`src/rtl/ssm_pkg.sv`:
```
package ssm_pkg;

  // Sweep profile selection.
  typedef enum logic {
    SWEEP_CENTER = 1'b0,
    SWEEP_DOWN   = 1'b1
  } sweep_e;

endpackage

```
`src/rtl/ssm_cfg_div.sv`:
```
// Continuously divides the requested depth by the quarter length and
// publishes the quotient and remainder together with the operands they
// belong to, so that the stepper can take over a coherent set at once.
module ssm_cfg_div
  import ssm_pkg::*;
#(
  parameter int DEPTH_W = 20,
  parameter int QTR_W   = 12
) (
  input  logic               clk,
  input  logic               rst,
  input  logic [DEPTH_W-1:0] depth_i,
  input  logic [QTR_W-1:0]   quarter_i,
  input  logic               mode_i,
  output logic [DEPTH_W-1:0] rdy_depth,
  output logic [QTR_W-1:0]   rdy_quarter,
  output sweep_e             rdy_mode,
  output logic [DEPTH_W-1:0] rdy_quo,
  output logic [QTR_W-1:0]   rdy_rem
);

  localparam int CNT_W = $clog2(DEPTH_W) + 1;
  localparam int PW    = DEPTH_W + QTR_W;

  logic               busy;
  logic [CNT_W-1:0]   cnt;
  logic [DEPTH_W-1:0] opd_d;
  logic [QTR_W-1:0]   opd_q;
  sweep_e             opd_m;
  logic [DEPTH_W-1:0] quo;
  logic [QTR_W-1:0]   rem;

  logic [QTR_W:0]     rem_sh;
  logic               fits;
  logic [QTR_W:0]     rem_nx;
  logic [DEPTH_W-1:0] quo_nx;

  // One restoring step per clock.
  always_comb begin
    rem_sh = {rem, quo[DEPTH_W-1]};
    fits   = rem_sh >= {1'b0, opd_q};
    rem_nx = fits ? (rem_sh - {1'b0, opd_q}) : rem_sh;
    quo_nx = {quo[DEPTH_W-2:0], fits};
  end

  always_ff @(posedge clk) begin
    if (rst) begin
      busy        <= 1'b0;
      cnt         <= '0;
      opd_d       <= '0;
      opd_q       <= QTR_W'(1);
      opd_m       <= SWEEP_CENTER;
      quo         <= '0;
      rem         <= '0;
      rdy_depth   <= '0;
      rdy_quarter <= QTR_W'(1);
      rdy_mode    <= SWEEP_CENTER;
      rdy_quo     <= '0;
      rdy_rem     <= '0;
    end else if (!busy) begin
      opd_d <= depth_i;
      opd_q <= (quarter_i == '0) ? QTR_W'(1) : quarter_i;
      opd_m <= sweep_e'(mode_i);
      quo   <= depth_i;
      rem   <= '0;
      cnt   <= '0;
      busy  <= 1'b1;
    end else begin
      quo <= quo_nx;
      rem <= rem_nx[QTR_W-1:0];
      cnt <= cnt + CNT_W'(1);
      if (cnt == CNT_W'(DEPTH_W - 1)) begin
        busy        <= 1'b0;
        rdy_depth   <= opd_d;
        rdy_quarter <= opd_q;
        rdy_mode    <= opd_m;
        rdy_quo     <= quo_nx;
        rdy_rem     <= rem_nx[QTR_W-1:0];
      end
    end
  end

  // published quotient and remainder reproduce the depth exactly.
  a_r4_div_exact: assert property (@(posedge clk) disable iff (rst)
    (PW'(rdy_quo) * PW'(rdy_quarter) + PW'(rdy_rem)) == PW'(rdy_depth)
    && rdy_rem < rdy_quarter);

  // a zero quarter length never reaches the stepper.
  a_r9_quarter_nonzero: assert property (@(posedge clk) disable iff (rst)
    rdy_quarter != '0);

endmodule

```
`src/rtl/ssm_tri.sv`:
```
// Triangle stepper: exact linear ramp through a quotient/remainder
// accumulator, mirrored on the way down.
module ssm_tri
  import ssm_pkg::*;
#(
  parameter int DEPTH_W = 20,
  parameter int QTR_W   = 12,
  localparam int OFF_W  = DEPTH_W + 2
) (
  input  logic                    clk,
  input  logic                    rst,
  input  logic                    tick,
  input  logic                    en,
  input  logic [DEPTH_W-1:0]      c_depth,
  input  logic [QTR_W-1:0]        c_quarter,
  input  sweep_e                  c_mode,
  input  logic [DEPTH_W-1:0]      c_quo,
  input  logic [QTR_W-1:0]        c_rem,
  output logic signed [OFF_W-1:0] offset
);

  localparam int K_W = QTR_W + 2;
  localparam int V_W = DEPTH_W + 1;

  logic [DEPTH_W-1:0] a_depth;
  logic [QTR_W-1:0]   a_quarter;
  sweep_e             a_mode;
  logic [DEPTH_W-1:0] a_quo;
  logic [QTR_W-1:0]   a_rem;

  logic [K_W-1:0]     k;
  logic [V_W-1:0]     v;
  logic [QTR_W-1:0]   e;

  logic [K_W-1:0]     k_last;
  logic [K_W-1:0]     k_half;
  logic               rising;
  logic [QTR_W:0]     e_up;
  logic               carry;
  logic [QTR_W:0]     e_up_nx;
  logic [V_W-1:0]     v_up;
  logic               borrow;
  logic [V_W-1:0]     v_dn;
  logic [QTR_W-1:0]   e_dn;

  always_comb begin
    k_last  = {a_quarter, 2'b00} - K_W'(1);
    k_half  = {1'b0, a_quarter, 1'b0};
    rising  = k < k_half;
    e_up    = {1'b0, e} + {1'b0, a_rem};
    carry   = e_up >= {1'b0, a_quarter};
    e_up_nx = carry ? (e_up - {1'b0, a_quarter}) : e_up;
    v_up    = v + V_W'(a_quo) + V_W'(carry);
    borrow  = e < a_rem;
    v_dn    = v - V_W'(a_quo) - V_W'(borrow);
    e_dn    = borrow ? (e + a_quarter - a_rem) : (e - a_rem);
  end

  always_ff @(posedge clk) begin
    if (rst) begin
      a_depth   <= '0;
      a_quarter <= QTR_W'(1);
      a_mode    <= SWEEP_CENTER;
      a_quo     <= '0;
      a_rem     <= '0;
      k         <= '0;
      v         <= '0;
      e         <= '0;
    end else if (!en) begin
      // Parked at the zero-offset phase of the latest settings.
      a_depth   <= c_depth;
      a_quarter <= c_quarter;
      a_mode    <= c_mode;
      a_quo     <= c_quo;
      a_rem     <= c_rem;
      e         <= '0;
      if (c_mode == SWEEP_DOWN) begin
        k <= '0;
        v <= '0;
      end else begin
        k <= {2'b00, c_quarter};
        v <= {1'b0, c_depth};
      end
    end else if (tick) begin
      if (k == k_last) begin
        a_depth   <= c_depth;
        a_quarter <= c_quarter;
        a_mode    <= c_mode;
        a_quo     <= c_quo;
        a_rem     <= c_rem;
        k         <= '0;
        v         <= '0;
        e         <= '0;
      end else if (rising) begin
        k <= k + K_W'(1);
        v <= v_up;
        e <= e_up_nx[QTR_W-1:0];
      end else begin
        k <= k + K_W'(1);
        v <= v_dn;
        e <= e_dn;
      end
    end
  end

  always_comb begin
    if (a_mode == SWEEP_DOWN) offset = -$signed({1'b0, v});
    else                      offset = $signed({1'b0, v}) - $signed({2'b00, a_depth});
  end

  // ramp stays between zero and twice the depth.
  a_r4_ramp_bound: assert property (@(posedge clk) disable iff (rst)
    {1'b0, v} <= {1'b0, a_depth, 1'b0});

  // accumulator remainder stays below the quarter length.
  a_r4_rem_bound: assert property (@(posedge clk) disable iff (rst)
    e < a_quarter);

  // phase never passes the end of the period.
  a_r4_phase_bound: assert property (@(posedge clk) disable iff (rst)
    k <= k_last);

  // each rising step adds the quotient, plus one on a carry.
  a_r4_rise_step: assert property (@(posedge clk) disable iff (rst)
    (!$past(rst) && en && $past(en) && $past(tick) && $past(rising))
    |-> (v == $past(v) + V_W'($past(a_quo))
         || v == $past(v) + V_W'($past(a_quo)) + V_W'(1)));

  // active settings change only when parked or at a period wrap.
  a_r8_cfg_hold: assert property (@(posedge clk) disable iff (rst)
    (!$past(rst) && !$stable({a_depth, a_quarter, a_mode}))
    |-> (!$past(en) || ($past(tick) && $past(k) == $past(k_last))));

endmodule

```
`src/rtl/ssm_sweep_gen.sv`:
```
module ssm_sweep_gen
  import ssm_pkg::*;
#(
  parameter int NOM_W   = 24,
  parameter int DEPTH_W = 20,
  parameter int QTR_W   = 12
) (
  input  logic               clk,
  input  logic               rst,
  input  logic               ref_tick,
  input  logic               mod_en,
  input  logic               down_mode,
  input  logic [NOM_W-1:0]   nominal,
  input  logic [DEPTH_W-1:0] depth,
  input  logic [QTR_W-1:0]   quarter,
  output logic [NOM_W-1:0]   div_out,
  output logic               div_strobe
);

  localparam int OFF_W = DEPTH_W + 2;
  localparam int SUM_W = ((NOM_W > OFF_W) ? NOM_W : OFF_W) + 1;

  logic [DEPTH_W-1:0]      r_depth;
  logic [QTR_W-1:0]        r_quarter;
  sweep_e                  r_mode;
  logic [DEPTH_W-1:0]      r_quo;
  logic [QTR_W-1:0]        r_rem;
  logic signed [OFF_W-1:0] offset;
  logic signed [SUM_W-1:0] sum;

  ssm_cfg_div #(.DEPTH_W(DEPTH_W), .QTR_W(QTR_W)) u_div (
    .clk         (clk),
    .rst         (rst),
    .depth_i     (depth),
    .quarter_i   (quarter),
    .mode_i      (down_mode),
    .rdy_depth   (r_depth),
    .rdy_quarter (r_quarter),
    .rdy_mode    (r_mode),
    .rdy_quo     (r_quo),
    .rdy_rem     (r_rem)
  );

  ssm_tri #(.DEPTH_W(DEPTH_W), .QTR_W(QTR_W)) u_tri (
    .clk       (clk),
    .rst       (rst),
    .tick      (ref_tick),
    .en        (mod_en),
    .c_depth   (r_depth),
    .c_quarter (r_quarter),
    .c_mode    (r_mode),
    .c_quo     (r_quo),
    .c_rem     (r_rem),
    .offset    (offset)
  );

  always_comb begin
    sum = SUM_W'($signed({1'b0, nominal})) + SUM_W'(offset);
  end

  always_ff @(posedge clk) begin
    if (rst) begin
      div_out    <= '0;
      div_strobe <= 1'b0;
    end else begin
      div_strobe <= ref_tick;
      if (ref_tick) div_out <= mod_en ? sum[NOM_W-1:0] : nominal;
    end
  end

  // every tick yields a strobe on the next cycle.
  a_r2_strobe_follows: assert property (@(posedge clk) disable iff (rst)
    ref_tick |=> div_strobe);

  // no tick, no strobe and no change of the output.
  a_r11_hold: assert property (@(posedge clk) disable iff (rst)
    !ref_tick |=> (!div_strobe && $stable(div_out)));

  // a disabled update passes the nominal value through.
  a_r3_nominal_when_off: assert property (@(posedge clk) disable iff (rst)
    (ref_tick && !mod_en) |=> (div_out == $past(nominal)));

endmodule

```
`config.mk`:
```
export PLATFORM = sky130hd
export DESIGN_NAME = ssm_sweep_gen
export DESIGN_NICKNAME = d
export VERILOG_FILES = /design/src/rtl/ssm_pkg.sv /design/src/rtl/ssm_cfg_div.sv /design/src/rtl/ssm_tri.sv /design/src/rtl/ssm_sweep_gen.sv
export SDC_FILE = /design/constraint.sdc
export NUM_CORES = 1
export LEC_CHECK = 0
export BUFFER_PORTS_ARGS = -buffer_cell sky130_fd_sc_hd__clkbuf_2
export CORE_MARGIN = 2
export CORE_UTILIZATION = 52
export CTS_BUF_LIST = sky130_fd_sc_hd__clkbuf_8
export CTS_CLUSTER_DIAMETER = 50
export CTS_CLUSTER_SIZE = 16
export DETAILED_ROUTE_END_ITERATION = 8
export PLACE_DENSITY = 0.75
export RECOVER_POWER = 50
export SYNTH_ARGS = -nofsm -noshare
export SYNTH_HDL_FRONTEND = slang
export SYNTH_SLANG_ARGS = --single-unit
```
`constraint.sdc`:
```
create_clock -name clk -period 6.78 [get_ports clk]
set_input_delay 1.356 -clock clk [delete_from_list [all_inputs] [get_ports clk]]
set_output_delay 1.356 -clock clk [all_outputs]
set_load 0.02 [all_outputs]
```
==> results.md <==
- Worst r2r src: u_tri.a_rem[1]
- Core ar.: roughly 36000 sq um
- Antenna-violating nets left: 0
- Max-cap violations: 3
- DRT Wirelength: 48300 microns
- Crit Reg-Reg Endpoint: u_tri.v[20]
- Vias in the first global route: between 15000 and 20000
- GRT Total Usage: 0.250
- Fin Setup TNS: 0 ps
- Final HPWL DP: about 36000 microns
- Final max-slew violation count: roughly 120
- Final hold violations: 0
- Core Util, Final: 0.561
- Clk_skew: 29.7 ps
- Critical Path Start: u_tri.a_rem[1]
- Flop2flop setup slack: just under 600 ps
- Initial core utilization: 0.525
- Fin area: just over 20000 sq um
- Reg2Reg Depth: 26
- Outcome: finished, violations left
- Row count: 70
- Post-synth EDFFs: 0
- Synth area leader: dfxtp_1
- Post-synthesis adder-cell area fraction: 0.137
- Area Growth Syn to Fin: 7.02%
- Clock Latency Late Sink: around 600 ps
- Routed vias/inst: between 5 and 6
- CP Launch Type: flip-flop
- Type of element capturing the critical path: flip-flop
- PwrDens: 297 nW/um^2
- Root Driver: clkbuf_8
- Setup crit end: u_tri.v[20]
- Critical Path RT: 7250 ps
- Placement Cell Area: slightly below 20000 sq um
- Setup Crit Path Kind: flip-flop to flip-flop
- Via count: between 15000 and 20000
- Cells after Synth: 2450
- Post-CTS setup repair buffer count: 0
- Sequential area share after synthesis: 0.288
- IO Pins: between 80 and 90
- RSZ-0062 raised after global routing: false
- Hold/Removal Path Class: flip-flop to flip-flop
- Mux share of post-synthesis cell area: 0.0243
- CTS tree: yes
- Nets@finish: around 2700
- #FFs+latches synth: ~270
- N_diodes: 0
- Period utilization: 0.914
- Share of post-route cells with drive strength above 1: 0.0930
- Worst-Margin Slew: between 2000 and 3000 ps
- Synth Area in Simple Gates: 0.191
- First-pass GRT wire length: between 70000 and 80000 microns
- Max VDD drop: approximately 0.16 mV
- Sink Count: 274
- Post-cts hold buffer count: 0
- CTS clk-pin slew, worst paths: 90 ps
- GPL Wtd Cong: roughly 0.93
- Crit path time final: between 6000 and 7000 ps
- Xor/xnor cell area share of the yosys netlist: 0.0662
- Headroom to the max-slew limit: -0.844
- Largest cells by area after synthesis: dfxtp_1 (29%), ha_1 (11%), a21oi_1 (6.6%)
- Count of cell types in the netlist: 82
- Iter 0 DRT Violations: about 1400
- Die Wd: 195 microns
- Main combinational cell family by area after synthesis: compound AO/OA/AOI/OAI gates
- Static Leak: 0.00824 uW
- Ys async rst share: 0
- CTS Buf Count: 35
- Failing checks: capacitance limit, slew limit
- Peak fanout along the critical path: 5
- CP arrival: between 6000 and 7000 ps
- Htree depth: 2
- Pre-antenna DRT Iters: 8
- Hold-critical path depth: 2
- Initial antenna violation count: 0
- Synthesized area: about 19000 sq um
- DRC: 0
- GRT overflow: 0
- Most used DFF post-synth: dfxtp_1
- I/O Buffers: 85
- Syn_area_per_cell: slightly below 8 sq um
- Wire per inst: approximately 16 microns
- # setup viols final: 0
- Compound-Gate Fraction of Synth Area: 0.225
- Max Buffers Root-to-Sink: 3
- Max Freq: around 0.16 GHz
- Die span in y: 195 microns
- Total die area: approximately 38000 sq um
- Synth Warn #: 0
- Largest net degree at the start of global routing: 134
- Syn_nets: ~2700
- Synth top area share: 0.288
-- kinds of logic after synthesis --
family	after synthesis
simple gates	806
compound gates	662
mux	46
fa+ha+maj	196
xor+xnor	144
buf+inv	322
flops	274
-- worst min path at each step --
| stage | startpoint | end |
|---|---|---|
| floorplan | u_div.cnt[0] | u_div.cnt[0] |
| global placement | u_div.opd_d[15] | u_div.rdy_depth[15] |
| detailed placement | u_div.quo[8] | u_div.rdy_quo[9] |
| CTS | u_div.opd_d[15] | u_div.rdy_depth[15] |
| global route | u_div.opd_d[12] | u_div.rdy_depth[12] |
| finish | u_div.opd_d[15] | u_div.rdy_depth[15] |
-- final cells by class --
class                   count  area, sq um
clock buffers              39          537
inverters                 202          758
repair buffers            105          543
flip-flops and latches    274         5490
well taps                 468          586
fillers                  3465        15900
clock inverters            21          213
multi-input cells        1854        12300
-- routing by layer --
layer | global-route usage | share of wire | vias up
met4 | 0.0744 | 0.019 | 0
met5 | 0 | 0 | -
met2 | 0.385 | 0.43 | 505
li1 | - | - | 8527
met3 | 0.0371 | 0.073 | 67
met1 | 0.362 | 0.48 | 7843
-- flip-flops by register name, indices dropped and copies added (netlist names), 14 cells and up --
| name | count |
|---|---|
| u_div.rdy_quo | 20 |
| u_div.rdy_depth | 20 |
| u_tri.a_depth | 20 |
| u_div.quo | 20 |
| div_out | 24 |
| u_tri.v | 21 |
| u_tri.k | 14 |
| u_tri.a_quo | 20 |
| u_div.opd_d | 20 |
-- stage by stage --
stage	total power, uW	hold WS (ps)	std cells	setup slack (ps)
global placement	4670	441	2903	727
floorplan	4130	426	2450	1110
detailed placement	4750	446	2903	553
global route	6480	453	2963	59.0
finish	6060	439	2963	584
CTS	6080	446	2963	529
-- synthesized netlist by cell type, types with 15 or more instances --
| cell type | count |
|---|---|
| nor2b_1 | 21 |
| nor2_1 | 213 |
| and3_1 | 15 |
| dfxtp_1 | 274 |
| or3_1 | 17 |
| nand2_1 | 332 |
| mux2i_1 | 44 |
| a211oi_1 | 55 |
| inv_1 | 199 |
| a21oi_1 | 251 |
| xor2_1 | 44 |
| xnor2_1 | 100 |
| nand3_1 | 37 |
| nand2_2 | 30 |
| ha_1 | 175 |
| a21oi_2 | 30 |
| fa_1 | 21 |
| a221oi_1 | 15 |
| a31oi_1 | 16 |
| clkbuf_1 | 99 |
| a21o_1 | 35 |
| nor3_1 | 45 |
| o21bai_1 | 22 |
| nand2b_1 | 35 |
| o21ai_0 | 95 |
-- what timing repair did --
| item | 4_1_cts | 5_1_grt |
|---|---|---|
| endpoints found under the setup margin | 0 | 1 |
| gates resized for setup | 0 | 1 |
| endpoints found under the hold margin | 0 | 0 |
-- layout by cell type, fill, tap and decap left out, types with 14 or more instances in the layout --
cell type,n
and3_1,15
nand2_1,331
xor2_1,44
inv_1,199
mux2i_1,44
xnor2_1,100
a21o_1,35
clkbuf_2,60
o31ai_1,14
a211oi_1,55
nand2_2,31
or3_1,17
nand3_1,37
nand2b_1,35
nor2b_1,21
o21a_1,14
clkbuf_1,27
o21ai_0,95
a21oi_2,30
a31oi_1,16
nor3_1,45
ha_1,175
dfxtp_1,273
a21oi_1,251
a221oi_1,15
clkbuf_8,40
nor2_1,211
o21bai_1,22
fa_1,21
buf_4,17
-- power by group --
| group | internal [uW] | switching, uW | total (uW) |
|---|---|---|---|
| combinational | 1260 | 1700 | 2960 |
| clock | 608 | 705 | 1310 |
| sequential | 1700 | 82.1 | 1790 |
| total | 3570 | 2490 | 6060 |
-- critical path, stage by stage (launching register included) --
cell and delay, ps:
dfxtp_1 460, inv_1 120, ha_1 290, nand2b_1 140
a21oi_1 200, o21bai_1 90, a21oi_1 230, nor2_1 100
o31ai_1 250, xnor2_1 140, ha_1 360, nand3_1 110
a21o_1 160, a21oi_1 190, a211oi_2 120, fa_1 450
fa_1 420, or2_2 290, a221oi_1 330, o2111ai_1 270
a21boi_1 300, o21ai_0 190, a311o_1 310, nand4b_1 140
o41a_1 160, a21oi_1 70, a2bb2oi_1 170
Power figures use the tool's default switching activity.
